$ cat config.mk
export PLATFORM = sky130hd
export DESIGN_NAME = shift_rotate_unit
export DESIGN_NICKNAME = d
export VERILOG_FILES = /design/src/rtl/shift_rotate_pkg.sv /design/src/rtl/shift_rotate_step.sv /design/src/rtl/shift_rotate_flags.sv /design/src/rtl/shift_rotate_unit.sv
export SDC_FILE = /design/constraint.sdc
export NUM_CORES = 1
export LEC_CHECK = 0
export ABC_CLOCK_PERIOD_IN_PS = 2880
export BUFFER_PORTS_ARGS = -buffer_cell sky130_fd_sc_hd__buf_2
export CAP_MARGIN = 40
export CORE_ASPECT_RATIO = 0.75
export CORE_UTILIZATION = 30
export DETAILED_ROUTE_END_ITERATION = 8
export PLACE_DENSITY = 0.52
export SLEW_MARGIN = 25
export SYNTH_ARGS = -nofsm -noshare
export SYNTH_HDL_FRONTEND = slang
export SYNTH_SLANG_ARGS = --single-unit
$ cat constraint.sdc
create_clock -name clk -period 2.88 [get_ports clk]
set_input_delay 0.432 -clock clk [delete_from_list [all_inputs] [get_ports clk]]
set_output_delay 0.432 -clock clk [all_outputs]
set_load 0.02 [all_outputs]
$ cat src/rtl/shift_rotate_pkg.sv
package shift_rotate_pkg;

    typedef enum logic [2:0] {
        MD_SHL  = 3'd0,
        MD_SHR  = 3'd1,
        MD_SAR  = 3'd2,
        MD_ROL  = 3'd3,
        MD_ROR  = 3'd4,
        MD_RCL  = 3'd5,
        MD_RCR  = 3'd6,
        MD_SHLA = 3'd7
    } mode_e;

    typedef enum logic [1:0] {
        ST_IDLE   = 2'd0,
        ST_RUN    = 2'd1,
        ST_FINISH = 2'd2
    } state_e;

    function automatic logic is_left(input mode_e m);
        return (m == MD_SHL) || (m == MD_SHLA) || (m == MD_ROL) || (m == MD_RCL);
    endfunction

    function automatic logic is_shift(input mode_e m);
        return (m == MD_SHL) || (m == MD_SHLA) || (m == MD_SHR) || (m == MD_SAR);
    endfunction

endpackage

$ cat src/rtl/shift_rotate_step.sv
module shift_rotate_step
    import shift_rotate_pkg::*;
#(
    parameter int DW = 16,
    parameter int BW = 8
) (
    input  logic [DW-1:0] cur,
    input  logic          wide,
    input  mode_e         mode,
    input  logic          cin,
    output logic [DW-1:0] nxt,
    output logic          cout
);
    localparam logic [DW-1:0] LOW_MASK = {{(DW-BW){1'b0}}, {BW{1'b1}}};

    logic          top_bit;
    logic          fill;
    logic          to_left;
    logic [DW-1:0] raw;

    always_comb begin
        top_bit = wide ? cur[DW-1] : cur[BW-1];
        fill    = 1'b0;
        to_left = 1'b1;
        cout    = top_bit;
        unique case (mode)
            MD_SHL, MD_SHLA: begin fill = 1'b0;    to_left = 1'b1; cout = top_bit; end
            MD_ROL:          begin fill = top_bit; to_left = 1'b1; cout = top_bit; end
            MD_RCL:          begin fill = cin;     to_left = 1'b1; cout = top_bit; end
            MD_SHR:          begin fill = 1'b0;    to_left = 1'b0; cout = cur[0];  end
            MD_SAR:          begin fill = top_bit; to_left = 1'b0; cout = cur[0];  end
            MD_ROR:          begin fill = cur[0];  to_left = 1'b0; cout = cur[0];  end
            MD_RCR:          begin fill = cin;     to_left = 1'b0; cout = cur[0];  end
        endcase

        if (to_left) begin
            raw = {cur[DW-2:0], fill};
        end else begin
            raw = cur >> 1;
            if (wide) raw[DW-1] = fill;
            else      raw[BW-1] = fill;
        end
        nxt = wide ? raw : (raw & LOW_MASK);
    end
endmodule

$ cat src/rtl/shift_rotate_flags.sv
module shift_rotate_flags #(
    parameter int DW = 16,
    parameter int BW = 8
) (
    input  logic [DW-1:0] val,
    input  logic          wide,
    output logic          sign,
    output logic          zero,
    output logic          parity
);
    logic [BW-1:0] ones_vec;

    for (genvar g = 0; g < BW; g++) begin : g_par
        if (g == 0) begin : g_first
            assign ones_vec[g] = val[g];
        end else begin : g_chain
            assign ones_vec[g] = ones_vec[g-1] ^ val[g];
        end
    end

    always_comb begin
        sign   = wide ? val[DW-1] : val[BW-1];
        zero   = (val == '0);
        parity = ~ones_vec[BW-1];
    end
endmodule

$ cat src/rtl/shift_rotate_unit.sv
module shift_rotate_unit
    import shift_rotate_pkg::*;
#(
    parameter int DW = 16,
    parameter int BW = 8,
    parameter int CW = 8
) (
    input  logic          clk,
    input  logic          rst_n,
    input  logic          start,
    input  logic [DW-1:0] operand,
    input  logic          wide,
    input  logic [2:0]    mode,
    input  logic          use_reg,
    input  logic [CW-1:0] cnt_reg,
    input  logic          carry_in,
    output logic [DW-1:0] result,
    output logic          cf,
    output logic          of,
    output logic          sf,
    output logic          zf,
    output logic          pf,
    output logic          done,
    output logic          busy
);
    localparam logic [DW-1:0] LOW_MASK = {{(DW-BW){1'b0}}, {BW{1'b1}}};
    localparam logic [CW-1:0] ONE_CNT  = CW'(1);

    state_e        state_q, state_d;
    logic [DW-1:0] work_q;
    logic          carry_q;
    logic [CW-1:0] cnt_q;
    mode_e         mode_q;
    logic          wide_q;
    logic          orig_top_q;
    logic          single_q;
    logic          cf_q, of_q, sf_q, zf_q, pf_q;

    logic [CW-1:0] eff_cnt;
    logic          accept;
    logic          last_step;
    logic [DW-1:0] step_val;
    logic          step_out;
    logic          new_sign, new_zero, new_par;
    logic          new_top;

    assign eff_cnt   = use_reg ? cnt_reg : ONE_CNT;
    assign accept    = (state_q == ST_IDLE) && start;
    assign last_step = (state_q == ST_RUN) && (cnt_q == ONE_CNT);
    assign new_top   = wide_q ? step_val[DW-1] : step_val[BW-1];

    shift_rotate_step #(.DW(DW), .BW(BW)) u_step (
        .cur  (work_q),
        .wide (wide_q),
        .mode (mode_q),
        .cin  (carry_q),
        .nxt  (step_val),
        .cout (step_out)
    );

    shift_rotate_flags #(.DW(DW), .BW(BW)) u_flags (
        .val    (step_val),
        .wide   (wide_q),
        .sign   (new_sign),
        .zero   (new_zero),
        .parity (new_par)
    );

    // state register
    always_ff @(posedge clk) begin
        if (!rst_n) state_q <= ST_IDLE;
        else        state_q <= state_d;
    end

    // next-state logic
    always_comb begin
        state_d = state_q;
        unique case (state_q)
            ST_IDLE:   if (start) state_d = (eff_cnt == '0) ? ST_FINISH : ST_RUN;
            ST_RUN:    if (cnt_q == ONE_CNT) state_d = ST_FINISH;
            ST_FINISH: state_d = ST_IDLE;
            default:   state_d = ST_IDLE;
        endcase
    end

    // datapath and flags
    always_ff @(posedge clk) begin
        if (!rst_n) begin
            work_q     <= '0;
            carry_q    <= 1'b0;
            cnt_q      <= '0;
            mode_q     <= MD_SHL;
            wide_q     <= 1'b0;
            orig_top_q <= 1'b0;
            single_q   <= 1'b0;
            cf_q       <= 1'b0;
            of_q       <= 1'b0;
            sf_q       <= 1'b0;
            zf_q       <= 1'b0;
            pf_q       <= 1'b0;
        end else if (accept) begin
            work_q     <= wide ? operand : (operand & LOW_MASK);
            carry_q    <= carry_in;
            cnt_q      <= eff_cnt;
            mode_q     <= mode_e'(mode);
            wide_q     <= wide;
            orig_top_q <= wide ? operand[DW-1] : operand[BW-1];
            single_q   <= (eff_cnt == ONE_CNT);
        end else if (state_q == ST_RUN) begin
            work_q  <= step_val;
            carry_q <= step_out;
            cnt_q   <= cnt_q - ONE_CNT;
            if (last_step) begin
                cf_q <= step_out;
                if (single_q) begin
                    if (is_left(mode_q)) of_q <= new_top ^ step_out;
                    else                 of_q <= orig_top_q ^ new_top;
                end
                if (is_shift(mode_q)) begin
                    sf_q <= new_sign;
                    zf_q <= new_zero;
                    pf_q <= new_par;
                end
            end
        end
    end

    // outputs
    always_comb begin
        done   = (state_q == ST_FINISH);
        busy   = (state_q != ST_IDLE);
        result = work_q;
        cf     = cf_q;
        of     = of_q;
        sf     = sf_q;
        zf     = zf_q;
        pf     = pf_q;
    end
endmodule

Word-level counts from Yosys, hierarchy flattened
Cells that the tools add are included.

Register bits after elaboration: 38. Input bits: 33. Output and inout port bits: 23. Word-level logic and storage cells: 83.

Add/sub/neg operators: 1. Equality and inequality tests: 13. Mux-type cells: 23. Bitwise operators: 11. Reduce and logical (&&, ||, !) cells: 22.

Operators with widths (count): 2-to-1 mux 16 bit (5); 2-to-1 mux 8 bit (3); == test 8 x 1 -> 1 bit, second input constant (2); logical NOT 16 bit (1); == test 3 bit, second input constant (4); XOR 1 bit (9); logical NOT 8 bit (1); 2-to-1 mux 1 bit (8); AND reduction 4 bit (2); OR reduction 4 bit (2); subtractor 8 x 1 -> 8 bit, second input constant (1); == test 3 x 2 -> 1 bit, second input constant (2); 2-to-1 mux 2 bit (3); logical OR 1 bit (5); inequality test 2 bit, second input constant (2); case mux 1 bit (2 select lines) (2); case mux 1 bit (4 select lines) (1); case mux 2 bit (2 select lines) (1); nonzero test 2 bit (2); OR reduction 2 bit (2); == test 3 x 1 -> 1 bit, second input constant (1); logical NOT 3 bit (1); AND reduction 3 bit (1); OR reduction 3 bit (1); 6 further kinds (8).

Longest topological paths before layout
Word-level depth: 14. Depth in mapped cells: 11. Mapped depth without buffers: 10.

Modules after synthesis
From an unflattened synthesis, not the netlist that was laid out.

Cells, all modules: 301. Area, all modules: 2308.5 um^2.

By module, submodules not included: shift_rotate_unit (times used 1, cells an instance 227, area an instance 1858.0 um^2, seq. area each 760.7 um^2); shift_rotate_step (times used 1, cells an instance 61, area an instance 321.6 um^2, seq. area each 0.0 um^2); shift_rotate_flags (times used 1, cells an instance 13, area an instance 128.9 um^2, seq. area each 0.0 um^2).

Least setup slack after synthesis
Ideal clock, no wire load.

Path type: reg-to-reg. From: register work_q[7], in the netlist result[7]. To: register pf_q, in the netlist pf. Library setup time: 0.062 ns. Arrival: 2.546 ns. Required time: 2.818 ns. Path slack: 0.272 ns. Cell stages (with the launch flop): 12. Buffers on the path: 1. Clock period less this slack: 2.608 ns. Cell sequence: dfxtp_1 buf_6 mux2_2 and3b_1 or2_0 mux2i_1 ha_1 xor2_1 xnor2_1 xnor3_1 or3_1 nand3_1.

Cells in the longest elaborated chain, start to end: 12. Elaborated cells between the ends (all ways): 13. Classes of those cells: 5 x mux; 8 x bitwise.

RTL lines: start: declaration (line shift_rotate_unit.sv:30) `logic [DW-1:0] work_q;`; start signal: assignment (line shift_rotate_unit.sv:102) `work_q <= wide ? operand : (operand & LOW_MASK);`; start signal: assignment (line shift_rotate_unit.sv:110) `work_q <= step_val;`; 2-to-1 mux 1 bit (line shift_rotate_step.sv:22) `top_bit = wide ? cur[DW-1] : cur[BW-1];`; case mux 1 bit (4 select lines) (line shift_rotate_step.sv:26) `unique case (mode)`; 2-to-1 mux 16 bit (*) (line shift_rotate_step.sv:36) `if (to_left) begin`; 2-to-1 mux 16 bit (*) (line shift_rotate_step.sv:43) `nxt = wide ? raw : (raw & LOW_MASK);`; XOR 1 bit (6 in series) (line shift_rotate_flags.sv:17) `assign ones_vec[g] = ones_vec[g-1] ^ val[g];`; XOR 1 bit (*) (line shift_rotate_flags.sv:17); inverter 1 bit (*) (line shift_rotate_flags.sv:24) `parity = ~ones_vec[BW-1];`; end signal: assignment (line shift_rotate_unit.sv:122) `pf_q <= new_par;`; end: declaration (line shift_rotate_unit.sv:37) `logic cf_q, of_q, sf_q, zf_q, pf_q;`.

Every way passes the cells marked *; elsewhere a longest branch is shown, timed or not. A chain may end at the register's enable or synchronous reset.

Final worst setup path
From: register wide_q. To: register pf_q, in the netlist pf.

Cells in the longest elaborated chain, start to end: 12. Elaborated cells between the ends (all ways): 13. Classes of those cells: 5 x mux; 8 x bitwise.

RTL lines: start: declaration (line shift_rotate_unit.sv:34) `logic wide_q;`; start signal: assignment (line shift_rotate_unit.sv:106) `wide_q <= wide;`; 2-to-1 mux 1 bit (line shift_rotate_step.sv:22); case mux 1 bit (4 select lines) (line shift_rotate_step.sv:26); 2-to-1 mux 16 bit (*) (line shift_rotate_step.sv:36); 2-to-1 mux 16 bit (*) (line shift_rotate_step.sv:43); XOR 1 bit (6 in series) (line shift_rotate_flags.sv:17); XOR 1 bit (*) (line shift_rotate_flags.sv:17); inverter 1 bit (*) (line shift_rotate_flags.sv:24).

Marked as above.

==> qor.yml <==
run_status:
  status: "completed"
timing:
  hold_viol: 0
  hold_slack_ps: 374.5
  max_freq_ghz: 0.3722
  slew_violations: 0
  finClkSkew_ps: 8.238
  timing.setup.tns_ps: 0
  period_needed_ps: 2687
  period_share_pct: 93.29
  finalSetupViolCount: 0
  max_slew.worst_pin.slew_ps: 602.0
  rsz0062_at_grt: "no"
  slew_headroom_pct: 59.77
global_routing:
  top_usage_layer: "met2"
  grt_pass1_wl_um: 12180
  grtUsageMet1_pct: 27.66
  grt_use_total_pct: 19.00
  overflow: 0
  grt_max_degree: 21
  grt_use_met3_pct: 3.738
  antenna_found_initial: 0
  met2_usage_pct: 28.52
  grt_pass1_vias: 2336
logic_synthesis:
  syn-num-nets: 352
  synthMostInstantiatedCell: "nand2_1"
  synth_common_cells: "nand2_1, nor2_1, dfxtp_1"
  synth_area_mm2: 0.002328
  synth_area_leader_cell: "dfxtp_1"
  synthCells: 316
  seq_area_frac_synth_pct: 32.67
  synth-warning-count: 0
  syn_avg_cell_area_um2: 7.369
  synth_area_leaders: "dfxtp_1, nand2_1, a21oi_1"
  async_flop_share_pct: 0
  ys_types: 57
  synth.top_cell.area_share_pct: 32.67
  ys.flop_type: "dfxtp_1"
  ys_ff_latch: 38
  synth_edf_count: 0
cts:
  cts_setup_buffers: 0
  cts_root_buffer: "clkbuf_8"
  cts_hold_buf: 0
  cts-resized-gates: 0
  cts_tree: "done"
  cts.path.max_buffers: 2
  clk_latency_ps: 290
  clk_pin_slew_worst_paths_ps: 80
  cts.sinks: 38
  cts_made_buffers: 5
  htree_levels: 2
power:
  p_leak_uw: 0.001231
  power_density_mw_per_mm2: 556.5
  ir_drop_uv: 187.7
  p_total_uw: 1561
layout:
  final_nets: 400
  areaGrowthSynthToFinish_pct: 20.47
  n_antenna_cell: 0
  fillers: 817
  layout-drive-gt1-share_pct: 22.19
critical_path:
  rrSetupSlack_ps: 190
  required_ps: 3120
  critical_path.top_delay_family: "simple AND/OR/NAND/NOR gates"
  crit_buf_inv: 0
  cp_cell_sequence: "mux2_2 > and3b_1 > or2_0 > mux2i_1 > ha_1 > xor2_1 > xnor2_1 > xnor3_1 > or3_1 > nand3_1"
  cp-end-kind: "register"
  ff2ff_path_depth: 10
  max_stage_delay_ps: 360
  r2r-end: "pf$_SDFFE_PN0P_"
  worstPathArrival_ps: 2920
  cpMaxStageDelayCell: "mux2_2"
  critPathMaxFanout: 3
  crit_type: "reg2reg"
  rr_startpoint: "wide_q$_SDFFE_PN0P_"
  startpoint_type: "register"
routing:
  vias: 2460
  remaining_drc_errors: 0
  drt-total-wl_um: 7339
  vias_per_cell: 5.279
  drt_iter0_drc: 97
  avgRoutedWirePerCell_um: 15.75
  ant_nets: 0
  drt_first_pass_iters: 4
floorplan:
  fp.dieH_um: 78.30
  io_pins: 56
  start_util_pct: 31.33
  core-area_mm2: 0.007432
  rows: 27
  dieArea_mm2: 0.008122
  die_w_um: 103.7
worst_hold_path:
  hp-class: "in2reg"
  min_path_cells: 3
  min_from: "mode[2]"
  min_to: "mode_q[2]$_SDFFE_PN0P_"
placed_design:
  hpwlAfterDp_um: 5406
  portBuffers: 55
  routabilityCongestion: 0.8664
job:
  drv_cap: 0
==> stage by stage <==
step	area (um^2)	util (%)	setup WS, ps	instances
2_1_floorplan	2328	-	272.3	316
3_3_place_gp	2699	36.31	287.0	458
3_5_place_dp	2699	36.31	205.7	458
4_1_cts	2805	37.74	186.0	466
5_1_grt	2805	37.74	12.71	466
6_report	2805	37.74	193.4	466
==> worst reg2reg max path, delay by kind of cell (launching register included) <==
kind	cells	cell delay, ps
AND/OR/NAND/NOR	4	860
adder cells (fa/ha/maj)	1	280
multiplexers	2	590
XOR/XNOR	3	550
flip-flops	1	340
==> cell type report <==
type	instances	area, um^2	area share, %
Clock buffer	7	76.32	2.721
Inverter	6	22.52	0.8029
Clock inverter	1	30.03	1.070
Tap cell	101	126.4	4.505
Multi-Input combinational cell	249	1446	51.56
Timing Repair Buffer	64	342.8	12.22
Sequential cell	38	760.7	27.12
==> how the worst max path moves through the flow <==
stage | cells past startpoint | endpoint | startpoint
2_1_floorplan | 11 | pf$_SDFFE_PN0P_ | result[7]$_SDFFE_PN0P_
3_5_place_dp | 10 | pf$_SDFFE_PN0P_ | wide_q$_SDFFE_PN0P_
6_report | 10 | pf$_SDFFE_PN0P_ | wide_q$_SDFFE_PN0P_
5_1_grt | 10 | pf$_SDFFE_PN0P_ | mode_q[0]$_SDFFE_PN0P_
4_1_cts | 10 | pf$_SDFFE_PN0P_ | wide_q$_SDFFE_PN0P_
3_3_place_gp | 10 | pf$_SDFFE_PN0P_ | wide_q$_SDFFE_PN0P_
==> cells in the final DEF (no fill, tap or decap), types with 8 or more instances in the layout <==
cell | Yosys | routed
nand3_1 | 8 | 8
nor2_1 | 41 | 41
nor3_1 | 10 | 10
buf_2 | 4 | 55
dfxtp_1 | 38 | 38
nor4_1 | 9 | 9
o21ai_0 | 8 | 8
nand2_1 | 53 | 53
a21oi_1 | 32 | 32
buf_4 | 0 | 9
==> registers in the layout, indices dropped and copies added, names as in the netlist, 2 cells and up <==
name,cells
result,16
cnt_q,8
mode_q,3
state_q,2
==> where the power goes <==
group	internal (uW)	leakage (uW)	switching, uW
Clock	260	0.0000524	198
Sequential	571	0.000313	67.1
Combinational	192	0.000866	272
Total	1020	0.00123	538
==> layer usage <==
layer | routed length (um) | part of all wire [%] | up-vias
li1 | - | - | 1224
met1 | 3706 | 50 | 1158
met3 | 373 | 5.1 | 7
met4 | 52 | 0.71 | 0
met2 | 3207 | 44 | 71
met5 | 0 | 0 | -
==> kinds of logic after synthesis <==
logic type | after synthesis | synth area share, %
adder cells (fa/ha/maj) | 3 | 1.612
multiplexers | 7 | 3.063
buffers and inverters | 29 | 5.212
AND/OR/NAND/NOR | 153 | 31.38
AO/OA/AOI/OAI | 78 | 22.14
XOR/XNOR | 8 | 3.923
flip-flops | 38 | 32.67
Power figures use the tool's default switching activity.
